`config.mk`:
```
export PLATFORM = sky130hd
export DESIGN_NAME = thresh_fifo
export DESIGN_NICKNAME = d
export VERILOG_FILES = /design/src/rtl/thf_pkg.sv /design/src/rtl/thf_cfg.sv /design/src/rtl/thf_ctrl.sv /design/src/rtl/thf_store.sv /design/src/rtl/thf_route.sv /design/src/rtl/thf_level.sv /design/src/rtl/thresh_fifo.sv
export SDC_FILE = /design/constraint.sdc
export NUM_CORES = 1
export LEC_CHECK = 0
export BUFFER_PORTS_ARGS = -buffer_cell sky130_fd_sc_hd__buf_2
export CORE_UTILIZATION = 62
export CTS_CLUSTER_SIZE = 8
export DETAILED_ROUTE_END_ITERATION = 16
export PLACE_DENSITY = 0.8
export SETUP_SLACK_MARGIN = 0.2
export SYNTH_ARGS = -nofsm -noshare
export SYNTH_HDL_FRONTEND = slang
export SYNTH_SLANG_ARGS = --single-unit
```
`constraint.sdc`:
```
create_clock -name clk -period 5.2 [get_ports clk]
set_clock_uncertainty 0.05 [all_clocks]
set_input_delay 0.78 -clock clk [delete_from_list [all_inputs] [get_ports clk]]
set_output_delay 0.78 -clock clk [all_outputs]
set_load 0.005 [all_outputs]
```
`src/rtl/thf_pkg.sv`:
```
package thf_pkg;
    // Field placement inside the 16-bit configuration word
    localparam int CFG_W    = 16;
    localparam int LVL_W    = 5;
    localparam int RXEN_BIT = 15;
    localparam int AF_LSB   = 8;
    localparam int TXEN_BIT = 7;
    localparam int AE_LSB   = 0;

    typedef enum logic [1:0] {
        ST_IDLE = 2'd0,
        ST_RECV = 2'd1,
        ST_XMIT = 2'd2
    } xfer_state_e;

    typedef struct packed {
        logic             rx_dma_en;
        logic [LVL_W-1:0] af_lvl;
        logic             tx_dma_en;
        logic [LVL_W-1:0] ae_lvl;
    } thr_cfg_t;
endpackage

```
`src/rtl/thf_cfg.sv`:
```
module thf_cfg
    import thf_pkg::*;
(
    input  logic             clk,
    input  logic             rst_n,
    input  logic             cfg_we,
    input  logic [CFG_W-1:0] cfg_wdata,
    output thr_cfg_t         cfg,
    output logic [CFG_W-1:0] cfg_rdata
);
    // reset values, R9 field layout
    always_ff @(posedge clk) begin
        if (!rst_n) begin
            cfg <= '{rx_dma_en: 1'b0, af_lvl: '1, tx_dma_en: 1'b0, ae_lvl: '0};
        end else if (cfg_we) begin
            cfg <= '{rx_dma_en: cfg_wdata[RXEN_BIT],
                     af_lvl:    cfg_wdata[AF_LSB +: LVL_W],
                     tx_dma_en: cfg_wdata[TXEN_BIT],
                     ae_lvl:    cfg_wdata[AE_LSB +: LVL_W]};
        end
    end

    always_comb begin
        cfg_rdata                     = '0;
        cfg_rdata[RXEN_BIT]           = cfg.rx_dma_en;
        cfg_rdata[AF_LSB +: LVL_W]    = cfg.af_lvl;
        cfg_rdata[TXEN_BIT]           = cfg.tx_dma_en;
        cfg_rdata[AE_LSB +: LVL_W]    = cfg.ae_lvl;
    end
endmodule

```
`src/rtl/thf_ctrl.sv`:
```
module thf_ctrl
    import thf_pkg::*;
(
    input  logic clk,
    input  logic rst_n,
    input  logic xfer_start,
    input  logic xfer_rx,
    input  logic xfer_end,
    output logic busy,
    output logic dir_rx
);
    xfer_state_e state_q, state_d;
    logic        last_rx_q;

    // next-state selection; a start pulse outranks an end pulse
    always_comb begin
        state_d = state_q;
        unique case (state_q)
            ST_IDLE: begin
                if (xfer_start) state_d = xfer_rx ? ST_RECV : ST_XMIT;
            end
            ST_RECV, ST_XMIT: begin
                if (xfer_start)    state_d = xfer_rx ? ST_RECV : ST_XMIT;
                else if (xfer_end) state_d = ST_IDLE;
            end
            default: state_d = ST_IDLE;
        endcase
    end

    // state register
    always_ff @(posedge clk) begin
        if (!rst_n) begin
            state_q   <= ST_IDLE;
            last_rx_q <= 1'b0;
        end else begin
            state_q   <= state_d;
            if (xfer_start) last_rx_q <= xfer_rx;
        end
    end

    // outputs; the idle state keeps the last transfer direction
    always_comb begin
        busy   = 1'b0;
        dir_rx = last_rx_q;
        unique case (state_q)
            ST_IDLE: begin
                busy   = 1'b0;
                dir_rx = last_rx_q;
            end
            ST_RECV: begin
                busy   = 1'b1;
                dir_rx = 1'b1;
            end
            ST_XMIT: begin
                busy   = 1'b1;
                dir_rx = 1'b0;
            end
            default: begin
                busy   = 1'b0;
                dir_rx = last_rx_q;
            end
        endcase
    end
endmodule

```
`src/rtl/thf_store.sv`:
```
module thf_store #(
    parameter int DATA_W = 16,
    parameter int DEPTH  = 32,
    localparam int PTR_W = $clog2(DEPTH),
    localparam int CNT_W = PTR_W + 1
) (
    input  logic              clk,
    input  logic              rst_n,
    input  logic              clr,
    input  logic              push,
    input  logic [DATA_W-1:0] push_data,
    input  logic              pop,
    output logic [DATA_W-1:0] head_data,
    output logic [CNT_W-1:0]  count
);
    localparam logic [CNT_W-1:0] FULL_CNT = CNT_W'(DEPTH);

    logic [DATA_W-1:0] mem [DEPTH];
    logic [PTR_W-1:0]  rd_ptr, wr_ptr;
    logic              do_push, do_pop;

    // full push dropped, R4 empty pop ignored, R11 clear wins
    assign do_push = push && (count != FULL_CNT) && !clr;
    assign do_pop  = pop  && (count != '0)       && !clr;

    always_ff @(posedge clk) begin
        if (!rst_n || clr) begin
            rd_ptr <= '0;
            wr_ptr <= '0;
            count  <= '0;
        end else begin
            if (do_push) wr_ptr <= wr_ptr + PTR_W'(1);
            if (do_pop)  rd_ptr <= rd_ptr + PTR_W'(1);
            unique case ({do_push, do_pop})
                2'b10:   count <= count + CNT_W'(1);
                2'b01:   count <= count - CNT_W'(1);
                default: count <= count;
            endcase
        end
    end

    always_ff @(posedge clk) begin
        if (!rst_n) begin
            for (int i = 0; i < DEPTH; i++) mem[i] <= '0;
        end else if (do_push) begin
            mem[wr_ptr] <= push_data;
        end
    end

    assign head_data = mem[rd_ptr];
endmodule

```
`src/rtl/thf_route.sv`:
```
module thf_route (
    input  logic quiet,
    input  logic cond,
    input  logic dma_en,
    output logic req,
    output logic flag
);
    // one direction: the condition goes to the request or to the flag
    always_comb begin
        req  = 1'b0;
        flag = 1'b0;
        if (!quiet && cond) begin
            if (dma_en) req  = 1'b1;
            else        flag = 1'b1;
        end
    end
endmodule

```
`src/rtl/thf_level.sv`:
```
module thf_level
    import thf_pkg::*;
#(
    parameter int CNT_W = 6
) (
    input  logic [CNT_W-1:0] count,
    input  logic             busy,
    input  logic             dir_rx,
    input  thr_cfg_t         cfg,
    output logic             rx_req,
    output logic             tx_req,
    output logic             af_flag,
    output logic             ae_flag
);
    logic             quiet;
    logic [1:0]       cond, en, req, flg;
    logic [CNT_W-1:0] af_ext, ae_ext;

    assign af_ext = CNT_W'(cfg.af_lvl);
    assign ae_ext = CNT_W'(cfg.ae_lvl);
    // no transfer and nothing stored: silence both directions
    assign quiet  = !busy && (count == '0);
    // strict comparisons, R7 direction match
    assign cond[0] = dir_rx  && (count > af_ext);
    assign cond[1] = !dir_rx && (count < ae_ext);
    assign en[0]   = cfg.rx_dma_en;
    assign en[1]   = cfg.tx_dma_en;

    for (genvar d = 0; d < 2; d++) begin : g_dir
        thf_route u_route (
            .quiet  (quiet),
            .cond   (cond[d]),
            .dma_en (en[d]),
            .req    (req[d]),
            .flag   (flg[d])
        );
    end

    assign rx_req  = req[0];
    assign af_flag = flg[0];
    assign tx_req  = req[1];
    assign ae_flag = flg[1];
endmodule

```
`src/rtl/thresh_fifo.sv`:
```
module thresh_fifo
    import thf_pkg::*;
#(
    parameter int DATA_W = 16,
    parameter int DEPTH  = 32
) (
    input  logic                   clk,
    input  logic                   rst_n,
    input  logic                   host_wr,
    input  logic [DATA_W-1:0]      host_wdata,
    input  logic                   host_rd,
    input  logic                   card_push,
    input  logic [DATA_W-1:0]      card_wdata,
    input  logic                   card_pop,
    output logic [DATA_W-1:0]      head_word,
    input  logic                   cfg_we,
    input  logic [CFG_W-1:0]       cfg_wdata,
    output logic [CFG_W-1:0]       cfg_rdata,
    input  logic                   xfer_start,
    input  logic                   xfer_rx,
    input  logic                   xfer_end,
    output logic [$clog2(DEPTH):0] fill_level,
    output logic                   rx_dma_req,
    output logic                   tx_dma_req,
    output logic                   af_flag,
    output logic                   ae_flag
);
    localparam int CNT_W = $clog2(DEPTH) + 1;

    thr_cfg_t          cfg;
    logic              xfer_busy, dir_rx;
    logic              any_push, any_pop;
    logic [DATA_W-1:0] push_word;

    // card word has priority over the host word
    assign any_push  = host_wr || card_push;
    assign push_word = card_push ? card_wdata : host_wdata;
    assign any_pop   = host_rd || card_pop;

    thf_cfg u_cfg (
        .clk       (clk),
        .rst_n     (rst_n),
        .cfg_we    (cfg_we),
        .cfg_wdata (cfg_wdata),
        .cfg       (cfg),
        .cfg_rdata (cfg_rdata)
    );

    thf_ctrl u_ctrl (
        .clk        (clk),
        .rst_n      (rst_n),
        .xfer_start (xfer_start),
        .xfer_rx    (xfer_rx),
        .xfer_end   (xfer_end),
        .busy       (xfer_busy),
        .dir_rx     (dir_rx)
    );

    thf_store #(.DATA_W(DATA_W), .DEPTH(DEPTH)) u_store (
        .clk       (clk),
        .rst_n     (rst_n),
        .clr       (xfer_start),
        .push      (any_push),
        .push_data (push_word),
        .pop       (any_pop),
        .head_data (head_word),
        .count     (fill_level)
    );

    thf_level #(.CNT_W(CNT_W)) u_level (
        .count   (fill_level),
        .busy    (xfer_busy),
        .dir_rx  (dir_rx),
        .cfg     (cfg),
        .rx_req  (rx_dma_req),
        .tx_req  (tx_dma_req),
        .af_flag (af_flag),
        .ae_flag (ae_flag)
    );
endmodule

```
==> Yosys cells after proc, flatten, opt, wreduce, memory -nomap -nowiden <==
Memories as Yosys holds them, arrays and structs flattened. A register that Yosys moved wholly into a read port is not among the register bits.
Cells that the tools add are included.
{ "totals": {"register_bits": 31, "latchBits": 0, "ram_bits": 512, "rom_bits": 0, "word_cells": 73, "mem_count": 1} }
{ "classes": {"add_sub_neg": 4, "multipliers": 0, "div_mod_pow": 0, "n_lt_le_gt_ge": 2, "eq_ne": 7, "n_shift": 0, "n_mux": 26, "bitwise": 0, "reduce_logical": 24} }
{ "mem_list": {"columns": ["memory", "depth", "width", "rd", "rd_clocked_by_memory_dff", "write_ports", "line_no", "rtl"], "rows": [
  ["u_store.mem", 32, 16, 1, 1, 32, "thf_store.sv:18", "logic [DATA_W-1:0] mem [DEPTH];"]
]} }
{ "ops": {"columns": ["op", "n"], "rows": [
  ["$mux W16", 2],
  ["$reduce_or A16 Y1", 1],
  ["$mux W5", 3],
  ["$mux W1", 14],
  ["$pmux W6 S2", 1],
  ["$add A5 B1 Y5 const B", 2],
  ["$logic_and A1 B1 Y1", 9],
  ["$mux W2", 4],
  ["$add A6 B1 Y6 const B", 1],
  ["$gt A6 B5 Y1", 1],
  ["$logic_not A6 Y1", 1],
  ["$lt A6 B5 Y1", 1],
  ["$ne A6 B6 Y1 const B", 1],
  ["$reduce_bool A6 Y1", 1],
  ["$sub A6 B1 Y6 const B", 1],
  ["$logic_not A1 Y1", 5],
  ["$eq A2 B1 Y1 const B", 2],
  ["$eq A2 B2 Y1 const B", 2],
  ["$pmux W2 S2", 1],
  ["$logic_or A1 B1 Y1", 3],
  ["$ne A3 B1 Y1 const B", 1],
  ["$logic_not A2 Y1", 1],
  ["$ne A2 B2 Y1 const B", 1],
  ["$pmux W1 S2", 1],
  ["other kinds (3)", 3]
]} }

==> Depth between registers and ports, before layout <==
Gate-level depths: netlist of the first run.
{ "depth": {"depth_word": 8, "mapped_depth": 10} }

==> By module <==
From an unflattened synthesis of the first run, not the netlist that was laid out.
{ "unflattened": {"hier_cells": 1847, "area_unflattened_um2": 25834.8} }
{ "modules_own_cells": {"columns": ["module", "n_inst", "cells_each", "area_per_inst_um2"], "rows": [
  ["thf_store", 1, 1712, 24514.8],
  ["thf_cfg", 1, 55, 561.8],
  ["thf_level", 1, 35, 269.0],
  ["thresh_fifo", 1, 20, 257.7],
  ["thf_ctrl", 1, 21, 188.9],
  ["thf_route", 2, 2, 21.3]
]} }

==> Worst setup path after synthesis of the first run <==
No wires, ideal clock.
{ "synth_path": {"path_kind": "input port to flip-flop", "startpoint": "input card_push", "endpoint": "register u_store.count[5]", "setup_time_ns": 0.070, "arrival_time_ns": 3.042, "t_required_ns": 5.080, "setup_slack_ns": 2.038, "cell_stages": 10, "path_buffers": 1, "path_cell_list": "buf_2 > o21ba_2 > o31a_1 > inv_1 > ha_1 > ha_1 > o21ai_0 > or4_1 > a31o_2 > a21oi_1"} }
{ "synth_between": {"elab_chain_cells": 5} }
{ "synth_lines": {"columns": ["item", "line_no", "rtl"], "rows": [
  ["from (decl)", "thresh_fifo.sv:12", "input logic card_push,"],
  ["$logic_or A1 B1 Y1 (*)", "thresh_fifo.sv:36", "assign any_push = host_wr || card_push;"],
  ["$logic_and A1 B1 Y1 (*) (2 in a row)", "thf_store.sv:23", "assign do_push = push && (count != FULL_CNT) && !clr;"],
  ["$eq A2 B1 Y1 or $eq A2 B2 Y1 (tied branches)", "thf_store.sv:34", "unique case ({do_push, do_pop})"],
  ["$pmux W6 S2 or $reduce_bool A2 Y1 (tied branches)", null, null],
  ["to (signal assigned)", "thf_store.sv:35", "2'b10: count <= count + CNT_W'(1);"],
  ["to (signal assigned)", "thf_store.sv:36", "2'b01: count <= count - CNT_W'(1);"],
  ["to (signal assigned)", "thf_store.sv:37", "default: count <= count;"],
  ["to (decl)", "thf_store.sv:14", "output logic [CNT_W-1:0] count"]
]} }
Mark *: on every way between the ends. The rest lies on a longest branch, timed or not.
A chain may end at the register's enable or synchronous reset.

==> results by group, run 1 <==
Run status
  • Status: finished clean

Setup path
  • Setup Crit Path Kind: flop to primary output
  • Critical path's slowest cell: nor2b_2
  • Crit path max-delay family: simple AND/OR/NAND/NOR gates
  • Cells along the critical path: nor2b_2, buf_4, a22oi_1, nand3_1, nand4_1, buf_2
  • Startpoint Class: flop
  • Crit. End Element: primary output
  • WP data required: 4.37 ns
  • Critical path arrival: 3.31 ns
  • Crit-path max FO: 22
  • CP peak stage delay: 0.89 ns
  • WP buf/inv: 2

Finish
  • Multi-input logic area: 8030 µm²
  • Fillers: 2,492
  • Diodes inserted: 0
  • Nets@finish: 1,966
  • Register Area: 16,100 µm²
  • Share of cells above drive strength 1: 18.1%
  • Final core occ: 70.0%
  • Area delta synth->final: 11.5%

Clock tree
  • Setup bufs post-CTS: 0
  • CTS clk-pin slew, worst paths: 0.05 ns
  • TritonCTS clock tree: done
  • TritonCTS buffer count: 78
  • Clock sink total: 548
  • Post-CTS Hold Buffers: 0
  • H-tree depth: 3
  • Worst-Skew Late Latency: 0.60 ns
  • Root buf cell: clkbuf_16
  • Bufs on Longest Clock Path: 3
  • CTS resizes: 0

Timing
  • Crit share post-route: 79.7%
  • Final TNS setup: 0 ns
  • Peak Freq: 241 MHz
  • Max Slew Vio Count: 0
  • Final hold vios: 0
  • Measured slew at the worst slew-check pin: 1.42 ns
  • Worst hold slack: 0.363 ns
  • Final Critical Period: 4.14 ns
  • Final setup fails: 0
  • Worst relative slew slack: 5.21%
  • Unrepaired setup endpoints after global routing: no

Hold path
  • Hold Path Class: input pin to flop

Pwr
  • Power density cells: 365 nW/µm²
  • Peak supply drop: 0.355 mV
  • LEAKAGE: 0.00950 µW

Floorplan
  • Die Area: 40,900 µm²
  • Starting Density: 62.8%
  • Cell Rows: 73
  • I/O Pins: 100
  • Die W: 202 µm
  • Die H: 202 µm
  • Core outline area: 39,600 µm²

Routing
  • DRT Wirelength: 63.3 mm
  • DRC errors left: 0
  • Drt via density: 6.61
  • 1st-iter DRT viols: 2,227
  • Antenna-violating nets left: 0
  • Detailed-route wire length per cell: 26.1 µm
  • Drt pass-1 iters: 6
  • DR vias: 16,100

Placed design
  • Hpwl dp: 37.2 mm
  • Routability cong.: 0.853
  • IO Port Bufs: 91

Synth
  • Asr flop ratio synth: 0%
  • Number of synthesized flops with an enable pin: 512
  • Post-synth top area share: 61.8%
  • Ys flop type: edfxtp_1
  • Synthesized area: 24,900 µm²
  • Sequential area share after synthesis: 64.7%
  • Post-Synthesis Cells: 1,840
  • Synthesis Warnings: 0
  • Netlist cell types: 54
  • Area leader, netlist: edfxtp_1
  • Largest cells by area after synthesis: edfxtp_1, nor2_1, mux2i_1, mux4_2, dfxtp_1
  • Post-synthesis register bit count: 548
  • Mean Syn Cell Area: 13.5 µm²

Global route
  • First-pass GRT wire length: 93.6 mm
  • Largest net degree at the start of global routing: 78
  • Overflow after GRT: 0
  • Initial antenna violation count: 1
  • Gr usage total: 31.2%
  • Vias in the first global route: 15,600

Flow run
  • Max Cap Viol: 0
-- worst reg2reg max path: cells and delay by family, from the launching register on --
kind / cells / cell delay [ns]
compound gates: 4 / 1.02
fa+ha+maj: 2 / 0.74
buf+inv: 1 / 0.10
flops: 1 / 0.39
simple gates: 2 / 1.12
-- metrics by stage --
step / power [µW] / std cells / worst slack [ns] / area, µm²
floorplan: 5410 / 1843 / 2.04 / 24900
CTS: 10100 / 2427 / 1.09 / 27700
detailed placement: 5650 / 2330 / 1.71 / 25600
global placement: 5620 / 2330 / 1.77 / 25600
finish: 10100 / 2427 / 1.06 / 27700
global route: 10300 / 2427 / 1.02 / 27700
-- kinds of logic (layout without fill, tap and decap cells) --
kind of cell    after synthesis  after routing  share of synthesized area (%)
flops                       548            548                           64.7
xor+xnor                      7              7                          0.246
fa+ha+maj                    23             23                           1.19
simple gates                717            717                           13.6
buf+inv                     184            243                           4.07
other cells                   1              4                         0.0151
compound gates              139            139                           4.07
mux                         221            221                           12.1
-- layer usage --
layer  global-route usage (%)  part of all wire, %
met1                     41.7                   35
met2                     49.0                   48
met3                     6.92                   13
met4                     14.4                  4.4
met5                        0                0.021
-- layout make-up --
cell class / count / share of cell area (%)
flip-flops and latches: 548 / 58.0
multi-input cells: 1111 / 28.9
clock buffers: 93 / 7.39
repair buffers: 127 / 2.75
well taps: 525 / 2.37
clock inverters: 4 / 0.284
inverters: 19 / 0.257
-- synth_stat cells (3+ instances only) --
master    count
mux4_2       64
nand3_4      30
nor2_1      532
dfxtp_1      36
nor3b_1       7
buf_6        30
buf_4         8
ha_1         22
or3_1         4
and3_1        3
nand4_1      17
o311ai_0      3
nand2_1      44
xnor2_1       3
nor2b_1      15
xor2_1        4
edfxtp_1    512
nand3_1      38
clkbuf_1     88
a21o_1        3
nor4b_1       3
mux2i_1     157
a211oi_1      3
a22oi_1      96
nor3b_2       3
nor3_1        3
o21ai_0       4
inv_1        19
buf_1        13
a21oi_1      16
buf_2        23
nand2b_1      6
o211ai_1      4
-- report_power, final --
group | internal [µW] | switching [µW]
Clock | 2780 | 1760
Sequential | 5000 | 60.8
Combinational | 152 | 376
-- flip-flops by register name, indices dropped and copies added, names as in the netlist, named ones only --
signal	cells
u_store.mem	512
u_cfg.cfg	12
u_store.count	6
u_store.rd_ptr	5
u_store.wr_ptr	5
u_ctrl.state_q	2
u_ctrl.last_rx_q	1
-- worst paths after layout --
kind | startpoint | slack (ns) | cells after the start | endpoint
worst max-delay path | flop | 1.06 | 6 | head_word[2]
worst min-delay path | cfg_wdata[8] | 0.36 | 3 | u_cfg.cfg[6]$_SDFFE_PN1P_
worst max register to register | u_store.count[1]$_SDFFE_PP0P_ | 1.72 | 9 | u_store.count[5]$_SDFFE_PP0P_
worst min register to register | u_store.rd_ptr[4]$_SDFFE_PP0N_ | 0.45 | 2 | flop
-- cells in the final DEF (no fill, tap or decap), drive strengths merged, types with 10 or more instances in the layout --
cell type,instances
nand3,69
mux4,64
nor3b,10
edfxtp,512
mux2i,157
nor2b,15
clkbuf,93
a21oi,16
nand4,17
ha,22
inv,19
a22oi,96
buf,127
nand2,44
dfxtp,36
nor2,532
Note: power is estimated with default switching activity, not from simulation.
==> run 2: changes to the inputs <==
Settings changed: ABC_AREA set to 1, CORE_UTILIZATION 62 to 56, PLACE_DENSITY 0.8 to 0.76.
Clock period 5.2 ns to 3.5 ns, I/O delays scaled along.
==> run 2 against run 1 <==
- die area is 16% higher
- non-clock buffer count grew 66
- first-iteration DRC count increased by 26%
- global-route usage is 0.50 points lower
- sequential share of layout area down 3.8 points
- register-to-register slack lost 1.1 ns
- count of clock-buffer cells in the layout is 24 higher
- synthesized area grew 4.7%
- power up 59%
- critical path depth up 5
- flip-flop and latch count is the same
==> results by group, run 2 <==
Clock tree
  • CTS clk-pin slew, worst paths: 0.05 ns
  • Clock sink total: 548
  • H-tree depth: 3
  • Worst-Skew Late Latency: 0.61 ns
  • Root buf cell: clkbuf_16
  • TritonCTS buffer count: 78
  • TritonCTS clock tree: done
  • Bufs on Longest Clock Path: 3

Hold path
  • Hold Path Class: input pin to flop
  • Hold Crit Start: cfg_wdata[8]
  • Hold path depth: 3

Timing
  • Unrepaired setup endpoints after global routing: no
  • Final hold vios: 0
  • Crit share post-route: 91.3%
  • Worst relative slew slack: 40.7%
  • Setup ws final: 0.306 ns
  • Measured slew at the worst slew-check pin: 0.889 ns
  • Peak Freq: 313 MHz
  • Final TNS setup: 0 ns
  • Final setup fails: 0
  • Final Critical Period: 3.19 ns
  • Max Slew Vio Count: 0

Finish
  • Fillers: 3,462
  • Max FFs per register: 512
  • Area delta synth->final: 14.0%
  • Commonest non-fill, non-tap cell in the layout: nand2_1
  • Diodes inserted: 0
  • Top reg by flops: u_store.mem
  • Nets@finish: 2,832
  • Share of cells above drive strength 1: 11.6%
  • Most frequent cells in the layout: nand2_1, edfxtp_1, nor3_1, nand3_1, nor2_1
  • Final core occ: 65.0%
  • Multi-input logic area: 8860 µm²
  • Register Area: 16,100 µm²
  • Largest regs: u_store.mem: 512 flops, u_cfg.cfg: 12 flops, u_store.count: 6 flops

Global route
  • Largest net degree at the start of global routing: 129
  • Vias in the first global route: 20,100
  • Initial antenna violation count: 0
  • GR Util met2: 47.7%
  • Grt peak-use layer: met2
  • First-pass GRT wire length: 111 mm
  • Gr usage total: 30.7%
  • Met1 Track Usage GR: 41.7%
  • Overflow after GRT: 0
  • M3 GR Usage: 6.25%

Floorplan
  • Die H: 218 µm
  • I/O Pins: 100
  • Die Area: 47,400 µm²
  • Die W: 218 µm
  • Core outline area: 45,700 µm²
  • Starting Density: 57.0%
  • Cell Rows: 78

Pwr
  • Total chip power: 16,200 µW
  • Power density cells: 544 nW/µm²
  • LEAKAGE: 0.0112 µW
  • Peak supply drop: 0.366 mV

Setup path
  • Crit-path max FO: 50
  • CP peak stage delay: 0.47 ns
  • Cells along the critical path: clkinv_16, buf_12, nand2_1, nand3_1, nand3_1, nand2_1, nand2_1, nand2_1, nand2_1, nand2_1, buf_2
  • Critical path's slowest cell: dfxtp_4
  • Crit. End Element: primary output
  • Startpoint Class: flop
  • Top cell by count, worst path: nand2_1
  • WP data required: 2.92 ns
  • Critical path arrival: 2.62 ns
  • Launching point of the worst reg2reg path: u_store.count[1]$_SDFFE_PP0P_
  • Worst R2R Path Depth: 6
  • Setup Crit Path Kind: flop to primary output

Synth
  • Mean Syn Cell Area: 9.53 µm²
  • Area leader, netlist: edfxtp_1
  • Number of synthesized flops with an enable pin: 512
  • Most common cell in the netlist: nand2_1
  • Sequential area share after synthesis: 61.8%
  • Synthesis Warnings: 0
  • Synth cell count leaders: nand2_1, edfxtp_1, nor3_1
  • Largest cells by area after synthesis: edfxtp_1, nand2_1, nor3_1, nand3_1, dfxtp_1
  • Post-synthesis register bit count: 548
  • Post-Synthesis Cells: 2,734
  • Post-synth top area share: 59.0%
  • Netlist cell types: 31
  • Asr flop ratio synth: 0%
  • Synthesized area: 26,000 µm²
  • Ys flop type: edfxtp_1

Routing
  • DRT Wirelength: 73.3 mm
  • Drt pass-1 iters: 5
  • DR vias: 21,100
  • Antenna-violating nets left: 0
  • Drt via density: 6.22
  • DRC errors left: 0
  • 1st-iter DRT viols: 2,795
  • Detailed-route wire length per cell: 21.6 µm

Run status
  • Status: finished clean

Placed design
  • Routability cong.: 0.935
  • IO Port Bufs: 91
  • Hpwl dp: 41.9 mm
  • Pre-CTS WS: 0.580 ns

Flow run
  • Max Cap Viol: 0
run 2: layer usage:
layer / share of wire (%) / vias up
met5: 0 / -
met4: 3.7 / 0
met3: 13 / 196
met2: 46 / 1399
met1: 37 / 9980
li1: - / 9521
run 2: worst max-delay path, delay by kind of cell (launching register included):
| kind | cells | cell delay [ns] |
|---|---|---|
| buffers and inverters | 3 | 0.60 |
| flip-flops | 1 | 0.47 |
| AND/OR/NAND/NOR | 8 | 0.94 |
run 2: cell families (layout without fill, tap and decap cells):
logic type / after synthesis / in the layout / share of synthesized area [%]
flip-flops: 548 / 548 / 61.8
AND/OR/NAND/NOR: 1740 / 1740 / 29.5
XOR/XNOR: 5 / 5 / 0.168
multiplexers: 17 / 17 / 0.653
adder cells (fa/ha/maj): 23 / 23 / 1.13
AO/OA/AOI/OAI: 88 / 88 / 1.72
buffers and inverters: 312 / 366 / 4.99
other: 1 / 4 / 0.0144
run 2: metrics by stage:
step / area (µm²) / std cells / hold slack (ns)
2_1_floorplan: 26100 / 2737 / 0.407
3_3_place_gp: 27300 / 3263 / 0.420
3_5_place_dp: 27300 / 3263 / 0.427
4_1_cts: 29500 / 3383 / 0.0822
5_1_grt: 29700 / 3391 / 0.106
6_report: 29700 / 3391 / 0.106
run 2: final timing paths:
path	end	slack (ns)
setup reg to reg	u_store.mem[30][6]$_SDFFCE_PN0P_	0.62
setup / recovery	head_word[1]	0.31
hold / removal	u_cfg.cfg[6]$_SDFFE_PN1P_	0.11
hold reg to reg	u_cfg.cfg[11]$_SDFFE_PN0P_	0.44
run 2: layout make-up:
class | instances | share of cell area [%]
sequential | 548 | 54.2
clock buffer | 117 | 7.39
tap | 600 | 2.53
inverter | 53 | 0.792
multi-input combinational | 1877 | 29.8
timing repair buffer | 193 | 5.11
clock inverter | 3 | 0.114
run 2: repair_timing:
item	CTS	global route
setup endpoints to repair	3	16
resized for setup	1	9
hold buffers	0	0
gates cloned	0	4
buffers inserted	0	4
run 2: power by group:
part / internal (µW) / switching [µW]
clock: 4260 / 2680
sequential: 7400 / 94.6
combinational: 467 / 1250
==> run 3: changes to the inputs <==
Settings changed: SYNTH_HIERARCHICAL set to 1.
==> run 3 against run 2 <==
- register-to-register slack gained 0.11 ns
- sequential power barely moved
- synthesized area is 1.4% lower
- critical path depth shrank 3
- final cell count is 2.0% higher
- largest cell class unchanged
- largest power group unchanged
==> results by group, run 3 <==
Clock tree
  • Root buf cell: clkbuf_16
  • Worst-Skew Late Latency: 0.59 ns
  • Bufs on Longest Clock Path: 3
  • TritonCTS buffer count: 78
  • TritonCTS clock tree: done
  • H-tree depth: 3
  • Post-CTS Hold Buffers: 0
  • CTS clk-pin slew, worst paths: 0.05 ns
  • Clock sink total: 548

Setup path
  • Crit path max-delay family: simple AND/OR/NAND/NOR gates
  • Critical path's slowest cell: buf_4
  • CP peak stage delay: 0.68 ns
  • Reg2Reg Setup Slack: 0.73 ns
  • Top cell by count, worst path: nand2_1
  • WP buf/inv: 2
  • Worst R2R Path Depth: 7
  • Worst reg2reg endpoint: u_store/mem[11][5]$_SDFFCE_PN0P_
  • WP data required: 2.92 ns
  • Critical path arrival: 2.68 ns
  • Setup Crit Path Kind: flop to primary output
  • Launching point of the worst reg2reg path: u_store/count[4]$_SDFFE_PP0P_
  • Startpoint Class: flop
  • Cells along the critical path: buf_4, nand3_1, nand2_1, nand2_1, nand2_1, nand2_1, nand2_1, buf_2
  • Crit-path max FO: 64
  • Crit. End Element: primary output

Synth
  • Post-synth top area share: 59.9%
  • Area leader, netlist: edfxtp_1
  • Sequential area share after synthesis: 62.7%
  • Netlist cell types: 32
  • Synthesis Warnings: 6
  • Synth cell count leaders: nand2_1, nor2_1, edfxtp_1
  • Ys flop type: edfxtp_1
  • Post-synthesis register bit count: 548
  • Synthesized area: 25,700 µm²
  • Largest cells by area after synthesis: edfxtp_1, nand2_1, nor2_1, nand3_1, dfxtp_1
  • Number of synthesized flops with an enable pin: 512
  • Most common cell in the netlist: nand2_1
  • Asr flop ratio synth: 0%
  • Mean Syn Cell Area: 9.20 µm²
  • Post-Synthesis Cells: 2,791

Routing
  • Drt pass-1 iters: 7
  • Detailed-route wire length per cell: 19.9 µm
  • DRC errors left: 0
  • Drt via density: 5.82
  • Antenna-violating nets left: 0
  • DRT Wirelength: 68.7 mm
  • 1st-iter DRT viols: 2,472
  • DR vias: 20,100

Pwr
  • Power density cells: 548 nW/µm²
  • Switch Pwr: 3850 µW
  • Cell internal pwr: 12,000 µW
  • Seq pwr share: 47.4%
  • Peak supply drop: 0.377 mV
  • Clk pwr share: 43.0%
  • LEAKAGE: 0.0121 µW
  • Part of the power in combinational logic: 9.6%
  • Switch share: 24.3%

Finish
  • Max FFs per register: 512
  • Top reg by flops: u_store/mem
  • Nets@finish: 2,912
  • Most frequent cells in the layout: nand2_1, nor2_1, edfxtp_1, nand3_1, buf_2
  • Commonest non-fill, non-tap cell in the layout: nand2_1
  • Diodes inserted: 0
  • Share of cells above drive strength 1: 10.9%
  • Area delta synth->final: 12.6%
  • Fin cells: 3,459
  • Largest regs: u_store/mem: 512 flops, u_cfg/cfg: 12 flops, u_store/count: 6 flops

Global route
  • First-pass GRT wire length: 104 mm
  • Largest net degree at the start of global routing: 129
  • M3 GR Usage: 4.14%
  • Grt peak-use layer: met2
  • Met1 Track Usage GR: 36.5%
  • Overflow after GRT: 0
  • Vias in the first global route: 19,500
  • GR Util met2: 48.7%
  • Gr usage total: 29.0%
  • Initial antenna violation count: 0

Placed design
  • Placed Cells incl. Taps: 3,346
  • Routability cong.: 0.855
  • IO Port Bufs: 91
  • Hpwl dp: 39.1 mm

Timing
  • Measured slew at the worst slew-check pin: 0.906 ns
  • Peak Freq: 307 MHz
  • Max Slew Vio Count: 0
  • Unrepaired setup endpoints after global routing: no
  • Final setup fails: 0
  • Worst relative slew slack: 39.6%
  • Crit share post-route: 92.9%
  • Final Critical Period: 3.25 ns
  • Final hold vios: 0
  • Final TNS setup: 0 ns

Floorplan
  • I/O Pins: 100
  • Die H: 216 µm
  • Die Area: 46,700 µm²
  • Die W: 216 µm
  • Starting Density: 56.7%
  • Core outline area: 45,300 µm²
  • Cell Rows: 78

Flow run
  • Max Cap Viol: 0

Hold path
  • Hold Path Class: input pin to flop
  • Hold Crit Start: cfg_wdata[9]
  • WHS Endpoint: u_cfg/cfg[7]$_SDFFE_PN1P_
  • Hold path depth: 3

Run status
  • Status: finished clean
run 3: cell count changes in the layout (fill, tap and decap cells not counted), sizes merged, moves of 10 or more:
cell    change
nor2      +453
nand2     +116
a21oi      -10
inv        +33
clkbuf     -16
buf        -21
o21ai      -40
nor3      -433
mux2i      -17
run 3: final cells by class:
type,count,area [µm²]
clock buffers,101,2060
clock inverters,7,123
fillers,3577,16400
inverters,82,332
multi-input cells,1949,8270
flip-flops and latches,548,16100
well taps,600,751
repair buffers,172,1280
run 3: worst max path at each step:
stage | cells after the start | slack [ns] | end
after detailed placement | 9 | 0.60 | u_store/mem[11][5]$_SDFFCE_PN0P_
after global placement | 9 | 0.71 | u_store/mem[11][12]$_SDFFCE_PN0P_
after CTS | 10 | 0.24 | head_word[3]
final | 8 | 0.25 | head_word[3]
after global routing | 8 | 0.21 | head_word[5]
after floorplan | 9 | 0.97 | u_store/mem[0][0]$_SDFFCE_PN0P_
run 3: repair_timing:
item	CTS	global route
pin swaps	0	0
gates resized for setup	1	6
setup buffers	0	1
endpoints found under the setup margin	1	15
gates cloned	0	4
run 3: cell families (layout without fill, tap and decap cells):
family	after synthesis	after routing	share of synthesized area, %
xor+xnor	6	6	0.205
flops	548	548	62.7
other cells	1	4	0.0146
fa+ha+maj	23	23	1.15
buf+inv	297	362	5.17
compound gates	36	36	0.711
simple gates	1880	1880	30.1
run 3: power by group through the flow:
stage | Sequential [µW] | Clock (µW) | Combinational, µW
floorplan | 7590 | 0 | 980
global placement | 7610 | 0 | 1420
detailed placement | 7620 | 0 | 1460
CTS | 7500 | 6870 | 1470
global route | 7520 | 7120 | 1670
finish | 7510 | 6810 | 1520
run 3: routing by layer:
metal / vias to the layer above / wire length (µm)
li1: 9208 / -
met1: 9533 / 24800
met2: 1180 / 34100
met3: 209 / 6560
met4: 0 / 3240
met5: - / 0
run 3: through the flow:
| step | utilization [%] | hold slack [ns] | power, µW | cell area [µm²] | worst slack [ns] |
|---|---|---|---|---|---|
| 6_report | 63.9 | 0.0974 | 15800 | 28900 | 0.248 |
| 3_5_place_dp | 58.7 | 0.419 | 9080 | 26600 | 0.595 |
| 2_1_floorplan | - | 0.374 | 8570 | 25700 | 0.970 |
| 4_1_cts | 63.5 | 0.0814 | 15800 | 28800 | 0.238 |
| 5_1_grt | 63.9 | 0.101 | 16300 | 28900 | 0.206 |
| 3_3_place_gp | 58.7 | 0.391 | 9030 | 26600 | 0.714 |
run 3: worst reg2reg max path, stage by stage (launching register included):
cell     delay, ns
dfxtp_1       0.50
inv_1         0.12
nand4_2       0.16
nand3_2       0.24
nor2_4        0.42
nand2_2       0.07
buf_4         0.22
nand2_1       0.62
